--- src/rtl/ulpi_reg_pkg.sv ---
package ulpi_reg_pkg;

  // command type prefixes for the two top bits of a transmit command
  localparam logic [1:0] CMD_PFX_WRITE = 2'b10;
  localparam logic [1:0] CMD_PFX_READ  = 2'b11;

  typedef enum logic [3:0] {
    ST_IDLE,
    ST_CMD,
    ST_ADDR,
    ST_WDATA,
    ST_STP,
    ST_RWAIT,
    ST_RDATA,
    ST_RHOLD,
    ST_ABORT
  } ulpi_st_e;

endpackage

--- src/rtl/ulpi_req_hold.sv ---
module ulpi_req_hold #(
  parameter int unsigned DATA_W = 8,
  parameter logic [DATA_W-3:0] EXT_CODE = 'h2F
) (
  input  logic              clk,
  input  logic              rst_n,
  input  logic              accept,
  input  logic              ext_addr_en,
  input  logic              req_write,
  input  logic [DATA_W-1:0] req_addr,
  input  logic [DATA_W-1:0] req_wdata,
  output logic              op_write,
  output logic              op_ext,
  output logic [DATA_W-1:0] op_addr,
  output logic [DATA_W-1:0] op_wdata
);

  localparam int unsigned FIELD_W = DATA_W - 2;

  logic use_ext;

  // extended form only above the escape code and only when enabled
  always_comb begin
    use_ext = ext_addr_en && (req_addr >= {{(DATA_W-FIELD_W){1'b0}}, EXT_CODE});
  end

  always_ff @(posedge clk) begin
    if (!rst_n) begin
      op_write <= 1'b0;
      op_ext   <= 1'b0;
      op_addr  <= '0;
      op_wdata <= '0;
    end else if (accept) begin
      op_write <= req_write;
      op_ext   <= use_ext;
      op_addr  <= req_addr;
      op_wdata <= req_wdata;
    end
  end

endmodule

--- src/rtl/ulpi_reg_fsm.sv ---
module ulpi_reg_fsm
  import ulpi_reg_pkg::*;
#(
  parameter int unsigned DATA_W = 8
) (
  input  logic              clk,
  input  logic              rst_n,
  input  logic              accept,
  input  logic              op_write,
  input  logic              op_ext,
  input  logic              ulpi_dir,
  input  logic              ulpi_nxt,
  input  logic [DATA_W-1:0] ulpi_data_i,
  output ulpi_st_e          state,
  output logic              rsp_valid,
  output logic [DATA_W-1:0] rsp_rdata
);

  ulpi_st_e st_q, st_d;
  logic     done_d;
  logic     cap_en;

  always_comb begin
    st_d   = st_q;
    done_d = 1'b0;
    cap_en = 1'b0;
    unique case (st_q)
      ST_IDLE:  if (accept) st_d = ST_CMD;
      ST_CMD: begin
        if (ulpi_dir)       st_d = ST_ABORT;
        else if (ulpi_nxt)  st_d = op_ext ? ST_ADDR : (op_write ? ST_WDATA : ST_RWAIT);
      end
      ST_ADDR: begin
        if (ulpi_dir)       st_d = ST_ABORT;
        else if (ulpi_nxt)  st_d = op_write ? ST_WDATA : ST_RWAIT;
      end
      ST_WDATA: begin
        if (ulpi_dir)       st_d = ST_ABORT;
        else if (ulpi_nxt)  st_d = ST_STP;
      end
      ST_STP: begin
        st_d   = ST_IDLE;
        done_d = 1'b1;
      end
      // first cycle with DIR high is the turnaround
      ST_RWAIT: if (ulpi_dir) st_d = ST_RDATA;
      ST_RDATA: begin
        if (!ulpi_dir || ulpi_nxt) st_d = ST_ABORT;
        else begin
          st_d   = ST_RHOLD;
          cap_en = 1'b1;
        end
      end
      ST_RHOLD: begin
        if (!ulpi_dir) begin
          st_d   = ST_IDLE;
          done_d = 1'b1;
        end
      end
      ST_ABORT: if (!ulpi_dir) st_d = ST_CMD;
      default:  st_d = ST_IDLE;
    endcase
  end

  always_ff @(posedge clk) begin
    if (!rst_n) begin
      st_q      <= ST_IDLE;
      rsp_valid <= 1'b0;
      rsp_rdata <= '0;
    end else begin
      st_q      <= st_d;
      rsp_valid <= done_d;
      if (cap_en) rsp_rdata <= ulpi_data_i;
    end
  end

  assign state = st_q;


  abort_on_dir_chk: assert property (@(posedge clk) disable iff (!rst_n)
    ((st_q == ST_CMD || st_q == ST_ADDR || st_q == ST_WDATA) && ulpi_dir) |=> (st_q == ST_ABORT));


  retry_restart_chk: assert property (@(posedge clk) disable iff (!rst_n)
    ($past(st_q) == ST_ABORT && st_q != ST_ABORT) |-> (st_q == ST_CMD));


  turnaround_chk: assert property (@(posedge clk) disable iff (!rst_n)
    (st_q == ST_RDATA) |-> ($past(st_q) == ST_RWAIT && $past(ulpi_dir)));


  rsp_pulse_chk: assert property (@(posedge clk) disable iff (!rst_n)
    rsp_valid |=> !rsp_valid);

endmodule

--- src/rtl/ulpi_bus_drive.sv ---
module ulpi_bus_drive
  import ulpi_reg_pkg::*;
#(
  parameter int unsigned DATA_W = 8,
  parameter logic [DATA_W-3:0] EXT_CODE = 'h2F
) (
  input  logic              clk,
  input  logic              rst_n,
  input  ulpi_st_e          state,
  input  logic              op_write,
  input  logic              op_ext,
  input  logic [DATA_W-1:0] op_addr,
  input  logic [DATA_W-1:0] op_wdata,
  input  logic              ulpi_dir,
  output logic [DATA_W-1:0] ulpi_data_o,
  output logic              ulpi_data_oe,
  output logic              ulpi_stp
);

  logic [DATA_W-1:0] cmd_byte;
  logic [DATA_W-3:0] cmd_field;
  logic              link_owns;

  always_comb begin
    cmd_field = op_ext ? EXT_CODE : op_addr[DATA_W-3:0];
    cmd_byte  = {(op_write ? CMD_PFX_WRITE : CMD_PFX_READ), cmd_field};
  end

  // link owns the bus except while the transceiver is talking
  always_comb begin
    link_owns = !(state == ST_RDATA || state == ST_RHOLD || state == ST_ABORT);
  end

  always_comb begin
    ulpi_data_o = '0;
    ulpi_stp    = 1'b0;
    unique case (state)
      ST_CMD:   ulpi_data_o = cmd_byte;
      ST_ADDR:  ulpi_data_o = op_addr;
      ST_WDATA: ulpi_data_o = op_wdata;
      ST_STP:   ulpi_stp    = !ulpi_dir;
      default:  ulpi_data_o = '0;
    endcase
    ulpi_data_oe = link_owns && !ulpi_dir;
  end


  stp_single_chk: assert property (@(posedge clk) disable iff (!rst_n)
    ulpi_stp |=> !ulpi_stp);


  stp_data_zero_chk: assert property (@(posedge clk) disable iff (!rst_n)
    ulpi_stp |-> (ulpi_data_o == '0 && ulpi_data_oe));

endmodule

--- src/rtl/ulpi_reg_link.sv ---
module ulpi_reg_link
  import ulpi_reg_pkg::*;
#(
  parameter int unsigned DATA_W = 8,
  parameter logic [DATA_W-3:0] EXT_CODE = 'h2F
) (
  input  logic              clk,
  input  logic              rst_n,
  input  logic              ext_addr_en,
  input  logic              req_valid,
  output logic              req_ready,
  input  logic              req_write,
  input  logic [DATA_W-1:0] req_addr,
  input  logic [DATA_W-1:0] req_wdata,
  output logic              rsp_valid,
  output logic [DATA_W-1:0] rsp_rdata,
  input  logic              ulpi_dir,
  input  logic              ulpi_nxt,
  input  logic [DATA_W-1:0] ulpi_data_i,
  output logic [DATA_W-1:0] ulpi_data_o,
  output logic              ulpi_data_oe,
  output logic              ulpi_stp
);

  ulpi_st_e          state;
  logic              accept;
  logic              op_write;
  logic              op_ext;
  logic [DATA_W-1:0] op_addr;
  logic [DATA_W-1:0] op_wdata;

  assign req_ready = (state == ST_IDLE) && !ulpi_dir;
  assign accept    = req_valid && req_ready;

  ulpi_req_hold #(.DATA_W(DATA_W), .EXT_CODE(EXT_CODE)) u_hold (
    .clk         (clk),
    .rst_n       (rst_n),
    .accept      (accept),
    .ext_addr_en (ext_addr_en),
    .req_write   (req_write),
    .req_addr    (req_addr),
    .req_wdata   (req_wdata),
    .op_write    (op_write),
    .op_ext      (op_ext),
    .op_addr     (op_addr),
    .op_wdata    (op_wdata)
  );

  ulpi_reg_fsm #(.DATA_W(DATA_W)) u_fsm (
    .clk         (clk),
    .rst_n       (rst_n),
    .accept      (accept),
    .op_write    (op_write),
    .op_ext      (op_ext),
    .ulpi_dir    (ulpi_dir),
    .ulpi_nxt    (ulpi_nxt),
    .ulpi_data_i (ulpi_data_i),
    .state       (state),
    .rsp_valid   (rsp_valid),
    .rsp_rdata   (rsp_rdata)
  );

  ulpi_bus_drive #(.DATA_W(DATA_W), .EXT_CODE(EXT_CODE)) u_drive (
    .clk          (clk),
    .rst_n        (rst_n),
    .state        (state),
    .op_write     (op_write),
    .op_ext       (op_ext),
    .op_addr      (op_addr),
    .op_wdata     (op_wdata),
    .ulpi_dir     (ulpi_dir),
    .ulpi_data_o  (ulpi_data_o),
    .ulpi_data_oe (ulpi_data_oe),
    .ulpi_stp     (ulpi_stp)
  );


  accept_starts_cmd_chk: assert property (@(posedge clk) disable iff (!rst_n)
    accept |=> (ulpi_dir || (ulpi_data_oe && ulpi_data_o[DATA_W-1])));


  byte_hold_chk: assert property (@(posedge clk) disable iff (!rst_n)
    ($past(ulpi_data_oe) && ulpi_data_oe && !$past(ulpi_nxt) && !$past(ulpi_dir)
      && !$past(accept) && !$past(ulpi_stp)) |-> $stable(ulpi_data_o));

endmodule

--- config.mk ---
export PLATFORM = sky130hd
export DESIGN_NAME = ulpi_reg_link
export DESIGN_NICKNAME = d
export VERILOG_FILES = /design/src/rtl/ulpi_reg_pkg.sv /design/src/rtl/ulpi_req_hold.sv /design/src/rtl/ulpi_reg_fsm.sv /design/src/rtl/ulpi_bus_drive.sv /design/src/rtl/ulpi_reg_link.sv
export SDC_FILE = /design/constraint.sdc
export NUM_CORES = 1
export LEC_CHECK = 0
export ABC_AREA = 1
export BUFFER_PORTS_ARGS = -buffer_cell sky130_fd_sc_hd__buf_2
export CORE_MARGIN = 3
export CORE_UTILIZATION = 28
export DETAILED_ROUTE_END_ITERATION = 10
export HOLD_SLACK_MARGIN = 0.02
export PLACE_DENSITY = 0.58
export SKIP_CTS_REPAIR_TIMING = 1
export SYNTH_ARGS = -nofsm -noshare
export SYNTH_HDL_FRONTEND = slang
export SYNTH_HIERARCHICAL = 1
export SYNTH_SLANG_ARGS = --single-unit
--- constraint.sdc ---
create_clock -name clk -period 3.4 [get_ports clk]
set_input_delay 0.85 -clock clk [delete_from_list [all_inputs] [get_ports clk]]
set_output_delay 0.85 -clock clk [all_outputs]
set_load 0.05 [all_outputs]
; Yosys cells after proc, flatten, opt, wreduce, memory -nomap -nowiden
; Cells that the tools add are included.
[op_classes]
mux = 22
n_lt_le_gt_ge = 1
reduce_logical = 11
n_eq_ne = 15
[ops]
columns = operator, n
row1 = 2-to-1 mux 4 bit, 11
row2 = one-hot mux 4 bit (8 select lines), 1
row3 = one-hot mux 8 bit (3 select lines), 1
row4 = equality test 4 x 3 -> 1 bit (second input constant), 4
row5 = != test 3 bit (second input constant), 3
row6 = equality test 4 x 2 -> 1 bit (second input constant), 2
row7 = >= comparator 8 x 6 -> 1 bit (second input constant), 1
row8 = != test 2 bit (second input constant), 4
row9 = AND reduction 7 bit, 1
row10 = 2-to-1 mux 3 bit, 2
row11 = 2-to-1 mux 6 bit, 1
row12 = 2-to-1 mux 1 bit, 5
row13 = equality test 4 x 1 -> 1 bit (second input constant), 1
row14 = equality test 4 bit (second input constant), 1
row15 = logical AND 1 bit, 4
row16 = logical NOT 4 bit, 1
row17 = logical OR 1 bit, 3
row18 = logical NOT 1 bit, 2
row19 = one-hot mux 1 bit (2 select lines), 1
[word_totals]
reg_bits = 31
wordCells = 56
out_inout_bits = 20

; Logic depth before layout (Yosys ltp)
; Gate-level depths: netlist of run 1.
[logic_depth]
word_depth = 5
depth_mapped = 8

; Cells and area by module
; Netlist of run 1, hierarchy kept.
[by_module_without_submodules]
columns = module, n_inst, area_each_um2, seq_area_each_um2, cells_each
row1 = ulpi_reg_fsm, 1, 767.0, 260.2, 108
row2 = ulpi_req_hold, 1, 673.1, 360.3, 89
row3 = ulpi_bus_drive, 1, 321.6, 0.0, 64
row4 = ulpi_reg_link, 1, 27.5, 0.0, 7

; Least setup slack after synthesis of run 1
; Ideal clock, no wire load.
[synth_path]
path_type = in2out
start = in ulpi_dir
end = out ulpi_stp
slack_ps = 603
path_stages = 1
n_path_buf = 0
required_time_ps = 2550
arrival_ps = 1947
cell_sequence = nor3_1
[synth_via]
elab_chain_len = 2
[synth_lines]
columns = element, line_no
row1 = start: declaration, ulpi_reg_link.sv:17  ; input logic ulpi_dir,
row2 = logical NOT 1 bit, ulpi_bus_drive.sv:41  ; ST_STP: ulpi_stp = !ulpi_dir;
row3 = 2-to-1 mux 1 bit, ulpi_bus_drive.sv:37  ; unique case (state)
row4 = end: declaration, ulpi_reg_link.sv:22  ; output logic ulpi_stp
; No other way between the ends.

; Final worst setup path of run 1
[layout_path]
start = reg u_fsm.st_q[3], in the netlist u_fsm/state[3]
end = out ulpi_data_o[3]
[layout_via]
elab_chain_len = 2
elab_cells_between_ends = 4
classes_between = eq/ne: 3 / mux: 1
[layout_lines]
columns = element, line_no
row1 = start: declaration, ulpi_reg_fsm.sv:19  ; ulpi_st_e st_q, st_d;
row2 = start signal: assignment, ulpi_reg_fsm.sv:71  ; st_q <= st_d;
row3 = equality test 4 x 2 -> 1 bit or equality test 4 x 1 -> 1 bit (tied branches), ulpi_bus_drive.sv:37
row4 = one-hot mux 8 bit (3 select lines) (*), ulpi_bus_drive.sv:37
row5 = end: declaration, ulpi_reg_link.sv:20  ; output logic [DATA_W-1:0] ulpi_data_o,
; Every way passes the cells marked *; elsewhere a longest branch is shown, timed or not.

==> results of run 1 <==
-- power breakdown --
group	internal, mW	leakage (nW)	switching (mW)
Clock	0.159	0.0470	0.136
Combinational	0.104	0.784	0.258
Sequential	0.402	0.253	0.0463
-- worst paths after layout --
path | slack, ns | cells after the start | start | to
setup / recovery | 0.83 | 4 | u_fsm/state[3] | ulpi_data_o[3]
hold / removal | 0.46 | 2 | u_fsm/rsp_rdata[2] | u_fsm/rsp_rdata[2]
setup reg to reg | 1.71 | 9 | u_fsm/state[0] | u_fsm/state[1]
hold reg to reg | 0.46 | 2 | u_fsm/rsp_rdata[2] | u_fsm/rsp_rdata[2]
-- synth_stat cells (all sizes together) --
master / count / area, um2
nand3: 43 / 233
inv: 33 / 126
clkbuf: 1 / 3.75
o221ai: 1 / 8.76
nand2: 56 / 233
nor2: 57 / 292
nor3: 2 / 10.0
nand4: 1 / 6.26
o21bai: 1 / 7.51
a21oi: 16 / 91.3
dfxtp: 31 / 621
or2: 1 / 6.26
o21ai: 19 / 95.1
buf: 6 / 56.3
-- per-layer routing --
metal	part of all wire [%]	vias to the layer above	track usage [%]
met5	0	-	0
met4	0.63	0	4.17
met3	5.3	2	3.07
met2	47	44	21.5
met1	47	790	16.7
li1	-	959	-
-- per-stage QoR --
| step | cells | hold WS (ns) | instance area [um2] |
|---|---|---|---|
| floorplan | 268 | 0.453 | 1790 |
| global placement | 387 | 0.449 | 2080 |
| detailed placement | 387 | 0.453 | 2080 |
| CTS | 394 | 0.465 | 2170 |
| global route | 394 | 0.482 | 2170 |
| finish | 394 | 0.463 | 2170 |
-- tightest hold or removal path, cell delays in order, from the launching register on --
cell and delay, ns:
dfxtp_1 0.31, nand2_1 0.06, a21oi_1 0.05
-- state kept, by name, summed over array words and instances (netlist names) --
signal / flops
u_fsm/rsp_rdata: 8
u_hold/op_write: 1
u_hold/op_ext: 1
u_hold/op_wdata: 8
u_fsm/state: 4
u_hold/op_addr: 8
u_fsm/rsp_valid: 1
-- cell families (layout without fill, tap and decap cells) --
logic type             after synthesis  after routing  share of synthesized area (%)
and+or+nand+nor                    160            160                           43.6
buffers and inverters               40             91                           10.4
AOI/OAI and AO/OA                   37             37                           11.3
DFF                                 31             31                           34.7
-- area by class of cell --
type                            count  area (um2)
Tap cell                           75        93.8
Timing Repair Buffer               51         258
Inverter                           33         126
Clock buffer                        6        82.6
Clock inverter                      1        5.00
Multi-Input combinational cell    197         982
Sequential cell                    31         621
Fill cell                         690        3890
==> metrics.md, run 1 <==
| Metric | Value |
|---|---|
| Seq/Total Area, Yosys | 34.7% |
| Core Area | 6060 um2 |
| Cell mode on critical path | nand3_1 |
| DIE AREA | 7380 um2 |
| Commonest non-fill, non-tap cell in the layout | nand2_1 |
| TNS Setup | 0 ns |
| Top Ports | 51 |
| Crit. End Element | output port |
| Leak Pwr | ~1.1 nW |
| Worst Skew | 0.00387 ns |
| Site Rows | 28 |
| CP max-delay cell | nor2_4 |
| Vert. Die Dim | ~86 um |
| Nets | 350 |
| Final core utilization | between 30% and 40% |
| Number of routed nets with antenna violations | 0 |
| Initial Utilization | approximately 30% |
| Routability cong. | 0.860 |
| Yosys warns | 6 |
| Total track usage | 13.0% |
| Post-Place Setup Slack | 1.02 ns |
| Cts bufs inserted | 5 |
| Vias in the first global route | 1,741 |
| Synth Instances | roughly 270 |
| TritonRoute pass-1 iters | 6 |
| Slew headroom | between 60% and 70% |
| Largest net degree at the start of global routing | 25 |
| Vias per std cell | 4.56 |
| Netlist cell types | 26 |
| CP delay by family, top | simple AND/OR/NAND/NOR gates |
| Critical Path AT | 1.72 ns |
| Reg clk slew, reported paths | 0.07 ns |
| First-pass GRT wire length | about 7800 um |
| Wirelength per Cell | 11.8 um |
| CP Max Fanout | 24 |
| Root Driver | clkbuf_8 |
| Commonest cells after routing, fill and taps aside | nand2_1 (51), buf_2 (50), nor2_1 (47) |
| CTS tree | built |
| Post-Synthesis Cell Area | 1790 um2 |
| Worst hold-check path type | flop to flop |
| Post-Route WL | 4630 um |
| Fin. max-slew vios | 0 |
| Peak VDD IR | 0.000419 V |
| Worst-margin pin slew | 0.491 ns |
| Initial antenna violation count | 0 |
| Port bufs | 50 |
| Fmax | 389 MHz |
| CP required | ~2.6 ns |
| Critical Path Start Type | flop |
| Post-Syn Area per Cell | 6.68 um2 |
| Max-cap violations | 0 |
| Setup violations, final | 0 |
| Tmin final | 2.57 ns |
| Syn_nets | around 300 |
| CTS max path bufs | 2 |
| Crit-path cells | nor2_4, nand3_1, nand3_1, buf_2 |
| Yosys reg bits | 31 |
| Period utilization | 75.6% |
| PnR worst setup slack | 0.829 ns |
| Total power | 1.11 mW |
| Outcome | finished, final reports clean |
| Final hold viol count | 0 |
| CTS sink count | 31 |
| Die Wd | 85.9 um |
| Worst-Skew Late Latency | about 0.28 ns |
| Crit-path max cell delay | around 0.46 ns |
| H-tree depth | 2 |
| Critical path type | flop to output port |
| HPWL Detailed | 3300 um |
| Power Density | 510 nW/um2 |
| Ant. Diodes | 0 |
| First DRT Iteration DRCs | 80 |
| Area grow syn2layout | 21.2% |
| Fraction of layout cells with a size suffix above 1 | 27.3% |
| Critical path buffers and inverters | 1 |
| GRT overflow | 0 |
| Total number of vias | 1,795 |
| Residual DRC count | 0 |
| RSZ-0062 raised after global routing | no |
No activity file was read; power rests on OpenSTA's default activity.
==> run 2, diff against run 1 <==
--- a/config.mk
+++ b/config.mk
@@ -5,7 +5,7 @@
 export SDC_FILE = /design/constraint.sdc
 export NUM_CORES = 1
 export LEC_CHECK = 0
-export ABC_AREA = 1
+export ABC_AREA = 0
 export BUFFER_PORTS_ARGS = -buffer_cell sky130_fd_sc_hd__buf_2
 export CORE_MARGIN = 3
 export CORE_UTILIZATION = 28
==> constraint.sdc (replaced) <==
create_clock -name clk -period 2.4 [get_ports clk]
set_input_delay 0.6 -clock clk [delete_from_list [all_inputs] [get_ports clk]]
set_output_delay 0.6 -clock clk [all_outputs]
set_load 0.05 [all_outputs]
==> metrics.md, run 2 <==
| Metric | Value |
|---|---|
| Critical Path AT | 1.63 ns (-0.09 ns) |
| PnR worst setup slack | 0.174 ns (-0.654 ns) |
| Final hold viol count | 0 (unchanged) |
| RSZ-0062 raised after global routing | no |
| Final instance area | 2240 um2 (+3.4%) |
| Post-synth top cells | dfxtp_1 (31), nor2b_1 (31), mux2i_1 (25) |
| Top Ports | 51 (unchanged) |
| Site Rows | 28 (unchanged) |
| Reg clk slew, reported paths | 0.07 ns (about the same) |
| Critical path type | flop to output port |
| Commonest non-fill, non-tap cell in the layout | buf_2 |
| DIE AREA | 7320 um2 (-0.84%) |
| Yosys reg bits | 31 (unchanged) |
| Vias per std cell | 4.70 (+3.1%) |
| Pint | 1.18 mW (+78%) |
| Ant. Diodes | 0 (unchanged) |
| Post-Place Setup Slack | 0.214 ns (-0.801 ns) |
| Slew headroom | 68.8% (+1.6 points) |
| Wirelength per Cell | 13.4 um (+14%) |
| Final core utilization | 37.2% (+1.4 points) |
| Cts bufs inserted | 5 (unchanged) |
| Netlist cell types | 45 (+73%) |
| First DRT Iteration DRCs | 25 (-69%) |
| Initial antenna violation count | 0 (unchanged) |
| Worst-Skew Late Latency | 0.28 ns (about the same) |
| Fmax | 449 MHz |
| Max-cap violations | 0 (unchanged) |
| Critical Path Start Type | flop |
| Area grow syn2layout | 26.5% |
| Tmin final | 2.23 ns |
| Synth Instances | 188 (-30%) |
| CP required | 1.80 ns (-0.75 ns) |
| Seq/Total Area, Yosys | 35.0% (+0.32 points) |
| Biggest regs | u_fsm/rsp_rdata x8, u_hold/op_addr x8, u_hold/op_wdata x8 |
| Vert. Die Dim | 85.6 um (-0.42%) |
| Flop-to-flop setup slack | 0.55 ns (-1.16 ns) |
| Post-Synthesis Cell Area | 1770 um2 (-0.91%) |
| Fraction of layout cells with a size suffix above 1 | 38.0% (+11 points) |
| Yosys warns | 6 (unchanged) |
| Commonest cells after routing, fill and taps aside | buf_2 (50), nor2b_1 (31), dfxtp_1 (29) |
| Die Wd | 85.6 um (-0.42%) |
| Asr flop ratio synth | 0% (unchanged) |
| Outcome | finished, final reports clean |
| Residual DRC count | 0 (unchanged) |
| Ys flop type | dfxtp_1 |
| Area contributors post-synth | dfxtp_1 (35%), mux2i_1 (14%), nor2b_1 (11%) |
| CP Max Fanout | 8 (-67%) |
| Period utilization | 92.7% |
| Total track usage | 12.1% (-0.91 points) |
| CTS tree | built |
| Fillers | 636 (-7.8%) |
| Vias in the first global route | 1,457 (-16%) |
| H-tree depth | 2 (unchanged) |
| Yosys top cell by area | dfxtp_1 |
| Clock power frac | 28.2% (+1.5 points) |
| Combinational Power Share | 38.8% (+6.0 points) |
| Setup violations, final | 0 (unchanged) |
| Port bufs | 50 (unchanged) |
| Sw frac | 37.3% (-2.6 points) |
| Routability cong. | 0.751 (-13%) |
| HPWL Detailed | 3020 um (-8.5%) |
| Worst Skew | 0.0115 ns (+0.00761 ns) |
| Initial Utilization | 29.4% (-0.098 points) |
| GRT overflow | 0 (unchanged) |
| TNS Setup | 0 ns (unchanged) |
| Placement-stage cell area | 2120 um2 (+2.0%) |
| Post-synth EDFFs | 0 (unchanged) |
| Post-Route WL | 4240 um (-8.6%) |
| First-pass GRT wire length | 7110 um (-9.3%) |
| Net switching power | 0.704 mW (+60%) |
| CTS max path bufs | 2 (unchanged) |
| Fin. max-slew vios | 0 (unchanged) |
| Power Density | 842 nW/um2 (+65%) |
| Core Area | 6030 um2 (-0.58%) |
| Number of routed nets with antenna violations | 0 (unchanged) |
| Total number of vias | 1,489 (-17%) |
| Nets | 272 (-22%) |
| Peak VDD IR | 0.000392 V (-6.5%) |
| TritonRoute pass-1 iters | 4 (-2) |
| Leak Pwr | 0.960 nW (-11%) |
| Largest net degree at the start of global routing | 23 (-8.0%) |
| Crit. End Element | output port |
| Worst hold-check path type | flop to flop |
| Root Driver | clkbuf_8 |
| Post-Syn Area per Cell | 9.43 um2 (+41%) |
| Top-area cell type share of the netlist area | 35.0% (+0.32 points) |
| Seq pwr share | 33.0% (-7.5 points) |
| Syn_nets | 219 (-27%) |
| Worst-margin pin slew | 0.468 ns (-0.0227 ns) |
| CTS sink count | 31 (unchanged) |
-- run 2: power by group through the flow --
| stage | logic (mW) | registers (mW) | clock network [mW] |
|---|---|---|---|
| after global placement | 0.733 | 0.633 | 0 |
| final | 0.732 | 0.624 | 0.532 |
| after global routing | 0.794 | 0.633 | 0.568 |
| after floorplan | 0.588 | 0.622 | 0 |
| after detailed placement | 0.736 | 0.634 | 0 |
| after CTS | 0.737 | 0.622 | 0.555 |
-- run 2: final cells by class --
type	instances	area, um2	area share (%)
Clock buffer	6	82.6	3.68
Clock inverter	2	35.0	1.56
Inverter	1	3.75	0.167
Multi-Input combinational cell	143	1070	47.9
Sequential cell	31	623	27.8
Tap cell	75	93.8	4.19
Timing Repair Buffer	59	330	14.7
-- run 2: stage by stage --
step / power, mW / instances / hold slack [ns]
3_3_place_gp: 1.37 / 309 / 0.496
6_report: 1.89 / 317 / 0.520
4_1_cts: 1.91 / 317 / 0.524
2_1_floorplan: 1.21 / 188 / 0.473
5_1_grt: 1.99 / 317 / 0.543
3_5_place_dp: 1.37 / 309 / 0.502
-- run 2: kinds of logic (layout without fill, tap and decap cells) --
group / Yosys count / in the layout / share of synthesized area (%)
simple gates: 87 / 87 / 31.6
compound gates: 30 / 30 / 12.6
buf+inv: 14 / 68 / 6.07
mux: 26 / 26 / 14.7
flops: 31 / 31 / 35.0
-- run 2: final timing paths --
check | depth (start not counted) | startpoint | to
worst min-delay path | 2 | u_hold/op_wdata[6] | u_hold/op_wdata[6]
worst max register to register | 7 | u_fsm/state[1] | u_fsm/state[0]
worst min register to register | 2 | u_hold/op_wdata[6] | u_hold/op_wdata[6]
worst max-delay path | 3 | u_fsm/state[3] | ulpi_data_o[3]
-- run 2: worst max-delay path, stage by stage, from the launching register on --
cell and delay [ns]:
dfxtp_1 0.31, or2_1 0.40, nor4_2 0.34, buf_2 0.30
-- run 2: routing by layer --
metal	vias up	track usage [%]	part of all wire (%)
met4	0	3.02	0.33
li1	774	-	-
met1	667	17.3	51
met5	-	0	0
met3	3	3.75	6.6
met2	45	17.8	42
==> run 3, diff against run 2 <==
--- a/config.mk
+++ b/config.mk
@@ -10,7 +10,6 @@
 export CORE_MARGIN = 3
 export CORE_UTILIZATION = 28
 export DETAILED_ROUTE_END_ITERATION = 10
-export HOLD_SLACK_MARGIN = 0.02
 export PLACE_DENSITY = 0.58
 export SKIP_CTS_REPAIR_TIMING = 1
 export SYNTH_ARGS = -nofsm -noshare
==> constraint.sdc (replaced) <==
create_clock -name clk -period 2.4 [get_ports clk]
set_input_delay 0.48 -clock clk [delete_from_list [all_inputs] [get_ports clk]]
set_output_delay 0.48 -clock clk [all_outputs]
set_load 0.05 [all_outputs]
==> metrics.md, run 3 (same netlist as run 2, synthesis figures left out) <==
| Metric | Value |
|---|---|
| CTS max path bufs | 2 (unchanged) |
| Commonest non-fill, non-tap cell in the layout | buf_2 |
| Leak Pwr | 0.951 nW (-0.85%) |
| Fillers | 626 (-1.6%) |
| Fmax | 466 MHz (+3.7%) |
| Fin. max-slew vios | 0 (unchanged) |
| First-pass GRT wire length | 6960 um (-2.1%) |
| Placement-stage cell area | 2090 um2 (-1.4%) |
| Fraction of layout cells with a size suffix above 1 | 36.8% (-1.2 points) |
| Max-cap violations | 0 (unchanged) |
| Worst hold-check path type | primary input to flop |
| Final core utilization | 36.7% (-0.48 points) |
| Clock power frac | 28.3% (about the same) |
| Worst-margin pin slew | 0.535 ns (+0.0666 ns) |
| Worst-Skew Late Latency | 0.27 ns (about the same) |
| Seq pwr share | 34.5% (+1.5 points) |
| Initial Utilization | 29.4% (unchanged) |
| Initial antenna violation count | 0 (unchanged) |
| Die Wd | 85.6 um (unchanged) |
| Total power | 1.87 mW (-1.1%) |
| Total number of vias | 1,517 (+1.9%) |
| Critical Path Start Type | flop |
| Top Ports | 51 (unchanged) |
| Hold path endpoint | u_fsm/rsp_rdata[6] |
| TNS Setup | 0 ns (unchanged) |
| Period utilization | 89.4% (-3.3 points) |
| CTS tree | built |
| Setup violations, final | 0 (unchanged) |
| Worst setup path start | u_fsm/state[1] |
| Port bufs | 50 (unchanged) |
| Commonest cells after routing, fill and taps aside | buf_2 (50), nor2b_1 (31), dfxtp_1 (29) |
| Critical path type | flop to output port |
| Area grow syn2layout | 24.8% |
| Cts bufs inserted | 5 (unchanged) |
| Slew headroom | 64.3% (-4.4 points) |
| CTS sink count | 31 (unchanged) |
| Root Driver | clkbuf_8 |
| Vias per std cell | 4.79 (+1.9%) |
| Vias in the first global route | 1,456 (-0.069%) |
| Worst R2R Path Depth | 5 (-2) |
| Pint | 1.17 mW (-0.81%) |
| H-tree depth | 2 (unchanged) |
| Final hold viol count | 0 (unchanged) |
| Hold path depth | 3 (+1) |
| Total track usage | 11.7% (-0.40 points) |
| Core Area | 6030 um2 (unchanged) |
| Number of routed nets with antenna violations | 0 (unchanged) |
| Outcome | finished, final reports clean |
| Routability cong. | 0.785 (+4.6%) |
| Site Rows | 28 (unchanged) |
| Biggest regs | u_fsm/rsp_rdata x8, u_hold/op_addr x8, u_hold/op_wdata x8 |
| Net switching power | 0.692 mW (-1.7%) |
| Post-Route WL | 4180 um (-1.3%) |
| Residual DRC count | 0 (unchanged) |
| Peak VDD IR | 0.000393 V (+0.21%) |
| DIE AREA | 7320 um2 (unchanged) |
| Non-Filler Instances | 317 (unchanged) |
| Sw frac | 37.1% (-0.20 points) |
| GRT overflow | 0 (unchanged) |
| R2r endpoint | u_hold/op_addr[1] |
| Vert. Die Dim | 85.6 um (unchanged) |
| Worst hold start | ulpi_data_i[6] |
| Critical Path AT | 1.67 ns (+0.04 ns) |
| RSZ-0062 raised after global routing | no |
| Reg2reg start | u_fsm/state[0] |
| Post-Place Cells | 309 (unchanged) |
| Reg clk slew, reported paths | 0.07 ns (about the same) |
| Final instance area | 2210 um2 (-1.3%) |
| CP Max Fanout | 20 (+12) |
| HPWL Detailed | 2940 um (-2.6%) |
| Wirelength per Cell | 13.2 um (-1.3%) |
| TritonRoute pass-1 iters | 4 (unchanged) |
| Nets | 272 (unchanged) |
| Largest net degree at the start of global routing | 34 (+48%) |
| Combinational Power Share | 37.2% (-1.6 points) |
| Ant. Diodes | 0 (unchanged) |
| First DRT Iteration DRCs | 34 (+36%) |
| Power Density | 843 nW/um2 (+0.16%) |
| Crit. End Element | output port |
| CP required | 1.92 ns (+0.12 ns) |
| Tmin final | 2.15 ns (-0.0793 ns) |
| Worst Skew | 0.00562 ns (-0.00587 ns) |
| Flop-to-flop setup slack | 0.47 ns (-0.08 ns) |
[run 3: cell counts in the layout (fill, tap and decap cells not counted)]
No cell type changed its count.
[run 3: power groups by stage]
stage	clock network [mW]	registers (mW)	logic (mW)
global route	0.576	0.657	0.757
detailed placement	0	0.654	0.696
finish	0.529	0.643	0.694
CTS	0.550	0.641	0.700
floorplan	0	0.622	0.578
global placement	0	0.650	0.697
[run 3: layer usage]
layer,global-route usage [%],vias to the layer above,wire length (um)
li1,-,776,-
met1,16.4,685,1950
met2,17.9,54,1930
met3,3.75,2,292
met4,2.16,0,16
met5,0,-,0
[run 3: critical path, stage by stage (launching register included)]
cell     delay (ns)
dfxtp_2        0.54
or2_1          0.26
nor2_1         0.07
nor4_2         0.22
buf_2          0.30
[run 3: cell type report]
cell class / instances / area, um2 / share of cell area [%]
Timing Repair Buffer: 59 / 318 / 14.4
Tap cell: 75 / 93.8 / 4.24
Inverter: 1 / 3.75 / 0.170
Sequential cell: 31 / 623 / 28.2
Clock inverter: 2 / 35.0 / 1.58
Clock buffer: 6 / 82.6 / 3.73
Multi-Input combinational cell: 143 / 1060 / 47.8
[run 3: stage by stage]
| stage | hold slack [ns] | setup WS (ns) |
|---|---|---|
| floorplan | 0.473 | 0.0405 |
| global placement | 0.491 | 0.326 |
| detailed placement | 0.505 | 0.294 |
| CTS | 0.448 | 0.00177 |
| global route | 0.456 | 0.104 |
| finish | 0.458 | 0.254 |
[run 3: worst max path at each step]
stage                              endpoint  slack (ns)
after floorplan                ulpi_data_oe        0.04
after global placement    u_hold/op_addr[0]        0.33
after detailed placement  u_hold/op_addr[1]        0.29
after CTS                    ulpi_data_o[2]       0.002
after global routing         ulpi_data_o[2]        0.10
final                        ulpi_data_o[2]        0.25
